==> src/rtl/ipi_rf_pkg.sv <==
package ipi_rf_pkg;

    localparam int OFF_STATUS = 'h000;
    localparam int OFF_ENABLE = 'h004;
    localparam int OFF_SET    = 'h008;
    localparam int OFF_CLEAR  = 'h00c;

    typedef enum logic [2:0] {
        RGN_STATUS,
        RGN_ENABLE,
        RGN_SET,
        RGN_CLEAR,
        RGN_MBOX,
        RGN_NONE
    } region_e;

    typedef enum logic {
        IRQ_IDLE,
        IRQ_RAISED
    } irq_st_e;

    function automatic logic [63:0] size_mask(input logic [1:0] sz);
        unique case (sz)
            2'd0:    size_mask = 64'h0000_0000_0000_00ff;
            2'd1:    size_mask = 64'h0000_0000_0000_ffff;
            2'd2:    size_mask = 64'h0000_0000_ffff_ffff;
            default: size_mask = 64'hffff_ffff_ffff_ffff;
        endcase
    endfunction

endpackage

==> src/rtl/ipi_rf_decode.sv <==
module ipi_rf_decode
    import ipi_rf_pkg::*;
#(
    parameter int OFF_W      = 9,
    parameter int MBOX_BASE  = 32,
    parameter int MBOX_BYTES = 32,
    parameter int MB_AW      = $clog2(MBOX_BYTES)
) (
    input  logic [OFF_W-1:0] off_i,
    input  logic [1:0]       size_i,
    output region_e          rgn_o,
    output logic             range_err_o,
    output logic             misalign_o,
    output logic [MB_AW-1:0] mb_off_o
);

    logic [31:0] off_w;
    logic [31:0] len_w;

    always_comb begin
        off_w       = 32'(off_i);
        len_w       = 32'd1 << size_i;
        misalign_o  = (off_w & (len_w - 32'd1)) != 32'd0;
        range_err_o = 1'b0;
        mb_off_o    = MB_AW'(off_w - 32'(MBOX_BASE));
        if (off_w == 32'(OFF_STATUS)) begin
            rgn_o = RGN_STATUS;
        end else if (off_w == 32'(OFF_ENABLE)) begin
            rgn_o = RGN_ENABLE;
        end else if (off_w == 32'(OFF_SET)) begin
            rgn_o = RGN_SET;
        end else if (off_w == 32'(OFF_CLEAR)) begin
            rgn_o = RGN_CLEAR;
        end else if (off_w >= 32'(MBOX_BASE) && off_w < 32'(MBOX_BASE + MBOX_BYTES)) begin
            rgn_o       = RGN_MBOX;
            range_err_o = (off_w - 32'(MBOX_BASE) + len_w) > 32'(MBOX_BYTES);
        end else begin
            rgn_o = RGN_NONE;
        end
    end

endmodule

==> src/rtl/ipi_rf_mailbox.sv <==
module ipi_rf_mailbox #(
    parameter int BYTES  = 32,
    parameter int DATA_W = 64,
    parameter int WORD_W = 32,
    parameter int AW     = $clog2(BYTES),
    parameter int WAW    = AW - $clog2(WORD_W / 8)
) (
    input  logic              clk,
    input  logic              rst_n,
    input  logic              loc_we_i,
    input  logic [AW-1:0]     loc_off_i,
    input  logic [1:0]        loc_size_i,
    input  logic [DATA_W-1:0] loc_wdata_i,
    input  logic              rmt_we_i,
    input  logic [WAW-1:0]    rmt_word_i,
    input  logic [WORD_W-1:0] rmt_wdata_i,
    input  logic [AW-1:0]     rd_off_i,
    input  logic [1:0]        rd_size_i,
    output logic [DATA_W-1:0] rd_data_o
);

    localparam int LANES = DATA_W / 8;
    localparam int WB    = WORD_W / 8;
    localparam int LW    = $clog2(LANES);

    logic [8*BYTES-1:0] mem_q;
    logic [8*BYTES-1:0] mem_d;

    for (genvar b = 0; b < BYTES; b++) begin : g_byte
        logic [31:0]   rel;
        logic [LW+2:0] lane_base;
        logic          loc_hit;
        logic          rmt_hit;

        assign rel       = 32'(b) - 32'(loc_off_i);
        assign lane_base = {rel[LW-1:0], 3'b000};
        assign loc_hit   = loc_we_i && (32'(b) >= 32'(loc_off_i))
                           && (rel < (32'd1 << loc_size_i));
        assign rmt_hit   = rmt_we_i && (32'(rmt_word_i) == 32'(b / WB));
        // remote data wins over local data for the same byte
        assign mem_d[8*b +: 8] = rmt_hit ? rmt_wdata_i[8*(b % WB) +: 8]
                               : loc_hit ? loc_wdata_i[lane_base +: 8]
                               : mem_q[8*b +: 8];
    end

    always_ff @(posedge clk) begin
        if (!rst_n) begin
            mem_q <= '0;
        end else begin
            mem_q <= mem_d;
        end
    end

    always_comb begin
        rd_data_o = '0;
        for (int i = 0; i < LANES; i++) begin
            if (32'(i) < (32'd1 << rd_size_i) && (32'(rd_off_i) + 32'(i)) < 32'(BYTES)) begin
                rd_data_o[8*i +: 8] = mem_q[8*(32'(rd_off_i) + 32'(i)) +: 8];
            end
        end
    end

    a_r8_no_write_past_end: assert property (@(posedge clk) disable iff (!rst_n)
        loc_we_i |-> (32'(loc_off_i) + (32'd1 << loc_size_i)) <= 32'(BYTES));

endmodule

==> src/rtl/ipi_rf_status.sv <==
module ipi_rf_status
    import ipi_rf_pkg::*;
#(
    parameter int STAT_W = 32,
    parameter int VEC_W  = $clog2(STAT_W)
) (
    input  logic              clk,
    input  logic              rst_n,
    input  logic              set_vld_i,
    input  logic [VEC_W-1:0]  set_vec_i,
    input  logic              clr_vld_i,
    input  logic [STAT_W-1:0] clr_mask_i,
    output logic [STAT_W-1:0] status_o,
    output logic              irq_o
);

    logic [STAT_W-1:0] status_q;
    logic [STAT_W-1:0] status_d;
    irq_st_e           state_q;
    irq_st_e           state_d;

    always_comb begin
        status_d = status_q;
        if (clr_vld_i) status_d = status_d & ~clr_mask_i;
        if (set_vld_i) status_d = status_d | (STAT_W'(1) << set_vec_i);
    end

    always_comb begin
        state_d = state_q;
        unique case (state_q)
            IRQ_IDLE:   if (status_d != '0) state_d = IRQ_RAISED;
            IRQ_RAISED: if (status_d == '0) state_d = IRQ_IDLE;
            default:    state_d = IRQ_IDLE;
        endcase
    end

    always_ff @(posedge clk) begin
        if (!rst_n) begin
            state_q  <= IRQ_IDLE;
            status_q <= '0;
        end else begin
            state_q  <= state_d;
            status_q <= status_d;
        end
    end

    always_comb begin
        irq_o    = (state_q == IRQ_RAISED);
        status_o = status_q;
    end

    a_r5_irq_level: assert property (@(posedge clk) disable iff (!rst_n)
        irq_o == (status_q != '0));

    a_r6_rise_from_zero: assert property (@(posedge clk) disable iff (!rst_n)
        $rose(irq_o) |-> $past(status_q) == '0);

    a_r3_status_quiet: assert property (@(posedge clk) disable iff (!rst_n)
        (!set_vld_i && !clr_vld_i) |=> $stable(status_q));

    a_r13_set_survives_clear: assert property (@(posedge clk) disable iff (!rst_n)
        set_vld_i |=> status_q[$past(set_vec_i)]);

endmodule

==> src/rtl/ipi_core_regfile.sv <==
module ipi_core_regfile
    import ipi_rf_pkg::*;
#(
    parameter int ADDR_W     = 16,
    parameter int OFF_W      = 9,
    parameter int MBOX_BASE  = 32,
    parameter int MBOX_BYTES = 32,
    parameter int STAT_W     = 32,
    parameter int VEC_W      = $clog2(STAT_W)
) (
    input  logic              clk,
    input  logic              rst_n,
    input  logic              bus_req_i,
    input  logic              bus_wr_i,
    input  logic [ADDR_W-1:0] bus_addr_i,
    input  logic [1:0]        bus_size_i,
    input  logic [63:0]       bus_wdata_i,
    output logic              rsp_vld_o,
    output logic [63:0]       rsp_rdata_o,
    output logic              rsp_err_o,
    input  logic              rmt_set_vld_i,
    input  logic [VEC_W-1:0]  rmt_set_vec_i,
    input  logic              rmt_wr_vld_i,
    input  logic [OFF_W-1:0]  rmt_wr_off_i,
    input  logic [31:0]       rmt_wr_data_i,
    output logic              irq_o,
    output logic              misalign_o
);

    localparam int MB_AW  = $clog2(MBOX_BYTES);
    localparam int MB_WAW = MB_AW - 2;

    logic [OFF_W-1:0]  off;
    region_e           rgn;
    logic              range_err;
    logic              misalign;
    logic [MB_AW-1:0]  mb_off;
    logic              acc_err;
    logic [63:0]       rd_raw;
    logic [63:0]       rd_val;
    logic [63:0]       mb_rd;
    logic [STAT_W-1:0] status;
    logic [31:0]       en_q;
    logic              loc_en_we;
    logic              loc_clr;
    logic              loc_mb_we;
    logic              rmt_mb_hit;
    logic              rmt_en_hit;
    logic [MB_WAW-1:0] rmt_word;
    logic              rsp_vld_q;
    logic              rsp_err_q;
    logic [63:0]       rsp_rdata_q;
    logic              mis_q;

    assign off = bus_addr_i[OFF_W-1:0];

    ipi_rf_decode #(
        .OFF_W     (OFF_W),
        .MBOX_BASE (MBOX_BASE),
        .MBOX_BYTES(MBOX_BYTES)
    ) decode_i (
        .off_i      (off),
        .size_i     (bus_size_i),
        .rgn_o      (rgn),
        .range_err_o(range_err),
        .misalign_o (misalign),
        .mb_off_o   (mb_off)
    );

    always_comb begin
        acc_err = 1'b0;
        rd_raw  = '0;
        unique case (rgn)
            RGN_STATUS: begin acc_err = bus_wr_i; rd_raw = 64'(status); end
            RGN_ENABLE: rd_raw  = 64'(en_q);
            RGN_SET:    acc_err = bus_wr_i;
            RGN_CLEAR:  rd_raw  = '0;
            RGN_MBOX:   begin acc_err = range_err; rd_raw = mb_rd; end
            default:    acc_err = 1'b1;
        endcase
        rd_val = (bus_wr_i || acc_err) ? 64'd0 : (rd_raw & size_mask(bus_size_i));
    end

    assign loc_en_we  = bus_req_i && bus_wr_i && (rgn == RGN_ENABLE);
    assign loc_clr    = bus_req_i && bus_wr_i && (rgn == RGN_CLEAR);
    assign loc_mb_we  = bus_req_i && bus_wr_i && (rgn == RGN_MBOX) && !range_err;
    assign rmt_mb_hit = rmt_wr_vld_i && (32'(rmt_wr_off_i) >= 32'(MBOX_BASE))
                        && (32'(rmt_wr_off_i) < 32'(MBOX_BASE + MBOX_BYTES));
    assign rmt_en_hit = rmt_wr_vld_i && ((32'(rmt_wr_off_i) >> 2) == 32'(OFF_ENABLE >> 2));
    assign rmt_word   = MB_WAW'((32'(rmt_wr_off_i) - 32'(MBOX_BASE)) >> 2);

    ipi_rf_mailbox #(
        .BYTES (MBOX_BYTES),
        .DATA_W(64),
        .WORD_W(32)
    ) mbox_i (
        .clk        (clk),
        .rst_n      (rst_n),
        .loc_we_i   (loc_mb_we),
        .loc_off_i  (mb_off),
        .loc_size_i (bus_size_i),
        .loc_wdata_i(bus_wdata_i),
        .rmt_we_i   (rmt_mb_hit),
        .rmt_word_i (rmt_word),
        .rmt_wdata_i(rmt_wr_data_i),
        .rd_off_i   (mb_off),
        .rd_size_i  (bus_size_i),
        .rd_data_o  (mb_rd)
    );

    ipi_rf_status #(
        .STAT_W(STAT_W),
        .VEC_W (VEC_W)
    ) status_i (
        .clk       (clk),
        .rst_n     (rst_n),
        .set_vld_i (rmt_set_vld_i),
        .set_vec_i (rmt_set_vec_i),
        .clr_vld_i (loc_clr),
        .clr_mask_i(bus_wdata_i[STAT_W-1:0]),
        .status_o  (status),
        .irq_o     (irq_o)
    );

    always_ff @(posedge clk) begin
        if (!rst_n) begin
            en_q        <= '0;
            mis_q       <= 1'b0;
            rsp_vld_q   <= 1'b0;
            rsp_err_q   <= 1'b0;
            rsp_rdata_q <= '0;
        end else begin
            if (rmt_en_hit) begin
                en_q <= rmt_wr_data_i;
            end else if (loc_en_we) begin
                en_q <= bus_wdata_i[31:0];
            end
            if (bus_req_i && misalign) mis_q <= 1'b1;
            rsp_vld_q   <= bus_req_i;
            rsp_err_q   <= bus_req_i && acc_err;
            rsp_rdata_q <= bus_req_i ? rd_val : 64'd0;
        end
    end

    assign rsp_vld_o   = rsp_vld_q;
    assign rsp_err_o   = rsp_err_q;
    assign rsp_rdata_o = rsp_rdata_q;
    assign misalign_o  = mis_q;

    a_r2_rsp_follows_req: assert property (@(posedge clk) disable iff (!rst_n)
        bus_req_i |=> rsp_vld_o);

    a_r2_no_rsp_without_req: assert property (@(posedge clk) disable iff (!rst_n)
        !bus_req_i |=> !rsp_vld_o);

    a_r14_err_reads_zero: assert property (@(posedge clk) disable iff (!rst_n)
        rsp_err_o |-> rsp_rdata_o == 64'd0);

    a_r11_misalign_sticky: assert property (@(posedge clk) disable iff (!rst_n)
        misalign_o |=> misalign_o);

    a_r8_range_refused: assert property (@(posedge clk) disable iff (!rst_n)
        (bus_req_i && rgn == RGN_MBOX && range_err) |=> rsp_err_o);

    a_r10_enable_hold: assert property (@(posedge clk) disable iff (!rst_n)
        !(loc_en_we || rmt_en_hit) |=> $stable(en_q));

endmodule

==> config.mk <==
export PLATFORM = sky130hd
export DESIGN_NAME = ipi_core_regfile
export DESIGN_NICKNAME = d
export VERILOG_FILES = /design/src/rtl/ipi_rf_pkg.sv /design/src/rtl/ipi_rf_decode.sv /design/src/rtl/ipi_rf_mailbox.sv /design/src/rtl/ipi_rf_status.sv /design/src/rtl/ipi_core_regfile.sv
export SDC_FILE = /design/constraint.sdc
export NUM_CORES = 2
export LEC_CHECK = 0
export BUFFER_PORTS_ARGS = -buffer_cell sky130_fd_sc_hd__buf_2
export CORE_MARGIN = 2
export CORE_UTILIZATION = 35
export CTS_BUF_LIST = sky130_fd_sc_hd__clkbuf_8 sky130_fd_sc_hd__clkbuf_16
export DETAILED_ROUTE_END_ITERATION = 6
export HOLD_SLACK_MARGIN = 0.15
export PLACE_DENSITY = 0.53
export RECOVER_POWER = 25
export SLEW_MARGIN = 25
export SYNTH_ARGS = -nofsm -noshare
export SYNTH_HDL_FRONTEND = slang
export SYNTH_SLANG_ARGS = --single-unit
==> constraint.sdc <==
create_clock -name clk -period 13.15 [get_ports clk]
set_input_delay 0.6575 -clock clk [delete_from_list [all_inputs] [get_ports clk]]
set_output_delay 0.6575 -clock clk [all_outputs]
set_load 0.01 [all_outputs]
==> flow_summary.yaml <==
yosys:
  synth.net_count: 3967
  netlist_area_um2: 31800
  synth_area_leaders: "dfxtp_1 24%, mux2i_1 16%, mux4_2 13%, nand2_1 10%, o21ai_0 4.0%"
  yosysSeqAreaShare_pct: 24.4
  yosys_warnings: 0
  synth_top_cell_by_area: "dfxtp_1"
  synth_area_per_cell_um2: 8.46
  ys_async_sr_fraction_pct: 0
  synth-edff-count: 0
  synthCells: 3756
  ys_ff_latch: 388
  synth_cell_type_count: 81
  synth_top_area_share_pct: 24.4
  synth-main-ff-cell: "dfxtp_1"
cts:
  clockRootBuffer: "clkbuf_16"
  post_cts_buffers: 0
  htree_levels: 2
  cts_tree: "done"
  cts_resized: 0
  cts.sinks: 388
  cts_made_buffers: 49
  hold_buffers: 0
  ctsLongestPathBuffers: 3
  clk_pin_slew_worst_paths_ns: 0.06
  clk_latency_ns: 0.63
final_layout:
  n_fill_cell: 9282
  layout-drive-gt1-share_pct: 15.9
  nets: 3915
  mostFrequentLayoutCells: "873 x nand2_1, 511 x mux2i_1, 388 x dfxtp_1, 251 x o21ai_0, 183 x mux4_2"
  layout_commonest_cell: "nand2_1"
  syn_to_final_growth_pct: 10.5
  multiInputGateArea_um2: 22700
  regArea_um2: 7770
  final_cells: 4925
route:
  drt_wl_total_um: 146000
  viasPerCell: 6.14
  drtAntennaViolNets: 0
  drt_first_pass_iters: 6
  drc: 0
  routedWlPerCell_um: 29.6
  drt_iter0_drc: 4138
  num_vias: 30224
critical_path:
  cp.arrival_ns: 9.19
  worstSetupPathType: "in -> reg"
  path_max_fanout: 52
  critical_path.startpoint_type: "input port"
  cp-end-kind: "flip-flop"
  critPathRequiredTime_ns: 13.55
sta:
  maxSlewHeadroom_pct: -203
  period_share_pct: 66.8
  final_max_slew_viol_count: 337
  rsz0062_at_grt: "false"
  tns_ns: 0
  setup_viol: 0
  clock_skew_ns: 0.0352
  hold_violations: 0
  fmax_mhz: 114
  min_period_ns: 8.79
  worst_slew_pin_slew_ns: 4.54
placement:
  place_inst: 4828
  io_buffers: 192
  gp_congestion: 0.950
  hpwl_um: 103000
pwr:
  leakagePower_nw: 14.8
  p_per_area_nw_per_um2: 94.7
  ir_worst_vdd_mv: 0.119
  finalPower_mw: 3.32
hold_path:
  hold_class: "in -> reg"
floorplan:
  rows: 110
  die_h_um: 305
  start_util_pct: 35.3
  coreArea_um2: 90000
  ios: 202
  die_area_um2: 93300
  die_w_um: 305
outcome:
  violations: "max-capacitance violations, max-slew violations"
  status: "finished with violations"
global_route:
  track_usage_pct: 30.2
  antenna_found_initial: 13
  grt_pass1_vias: 27279
  grt_overflow_total: 0
  grt_first_pass_wirelength_um: 205000
  grt_max_degree: 127
job:
  drv_cap: 5
cells by family after synthesis:
logic type,count (synthesis),synth area share (%)
fa+ha+maj,77,3.05
mux,773,31.9
simple gates,1269,16.9
buf+inv,396,4.85
xor+xnor,17,0.468
flops,388,24.4
compound gates,836,18.5
synth_stat cells (4+ instances only):
cell / number
a211o_1: 8
a211oi_1: 46
a21o_1: 12
a21oi_1: 153
a21oi_2: 11
a221oi_1: 17
a222oi_1: 16
a22oi_1: 25
a311oi_1: 8
a31o_2: 8
a31oi_1: 5
a31oi_4: 17
and2_1: 43
buf_1: 85
buf_2: 25
clkbuf_1: 238
dfxtp_1: 388
ha_1: 76
inv_1: 39
inv_2: 4
mux2_2: 79
mux2i_1: 511
mux4_2: 183
nand2_1: 875
nand2b_1: 24
nand3_1: 18
nand3b_1: 14
nand4_1: 9
nor2_1: 172
nor2b_1: 36
nor3_1: 30
nor4_1: 13
o211a_1: 41
o211ai_1: 126
o21a_1: 9
o21ai_0: 251
o21bai_1: 4
o22a_1: 30
o22ai_1: 8
o311ai_0: 5
o32ai_1: 8
or2_2: 4
or3_1: 5
xnor2_1: 16
where the power goes:
part           total (mW)  switching, mW  leakage, nW  internal, mW
Clock                1.43          0.603        0.885         0.832
Sequential           1.18        0.00403         3.13          1.18
Combinational       0.704          0.472         10.8         0.232
Total                3.32           1.08         14.8          2.24
flip-flops by register name (all words and copies together), names as in the netlist:
name	flops
mbox_i.mem_q	256
rsp_rdata_o	64
en_q	32
status_i.status_o	32
misalign_o	1
rsp_err_o	1
rsp_vld_o	1
status_i.irq_o	1
layout make-up:
cell class | instances | share of cell area [%]
Sequential cell | 388 | 22.1
Multi-Input combinational cell | 2972 | 64.6
Clock buffer | 61 | 3.99
Timing Repair Buffer | 249 | 3.83
Tap cell | 1176 | 4.19
Inverter | 44 | 0.488
Clock inverter | 31 | 0.773
Antenna cell | 4 | 0.0285
routing by layer:
metal | up-vias | global-route usage (%) | share of wire [%]
met1 | 14615 | 41.7 | 42
met3 | 301 | 8.17 | 11
met2 | 1690 | 43.0 | 41
met4 | 12 | 15.2 | 5.8
li1 | 13606 | - | -
met5 | - | 0 | 0.051
metrics by stage:
step,hold slack [ns],instance area (um^2),utilization [%],setup WS (ns)
3_3_place_gp,0.447,33500,37.2,6.04
4_1_cts,0.400,35200,39.1,6.55
5_1_grt,0.475,35100,39.0,4.10
3_5_place_dp,0.444,33500,37.2,5.91
2_1_floorplan,0.436,31800,-,7.26
6_report,0.439,35100,39.0,4.36
final timing paths:
kind,depth (start not counted),from,slack (ns),to
min,3,bus_req_i,0.44,rsp_vld_o
min reg2reg,2,misalign_o,0.46,misalign_o
max,15,bus_addr_i[3],4.36,rsp_rdata_o[51]
max reg2reg,6,mbox_i.mem_q[129],10.33,rsp_rdata_o[17]
critical path: stages:
cell	delay [ns]
buf_6	0.19
inv_4	0.51
clkbuf_1	2.40
ha_1	0.62
a21oi_1	0.14
o22ai_1	0.32
and2_1	0.25
nand2_1	0.07
ha_1	0.28
nor4bb_1	0.27
nand4_1	0.17
or4_1	0.54
nor4_4	0.59
nand3_1	0.93
a211oi_1	1.14
No activity file was read; power rests on OpenSTA's default activity.
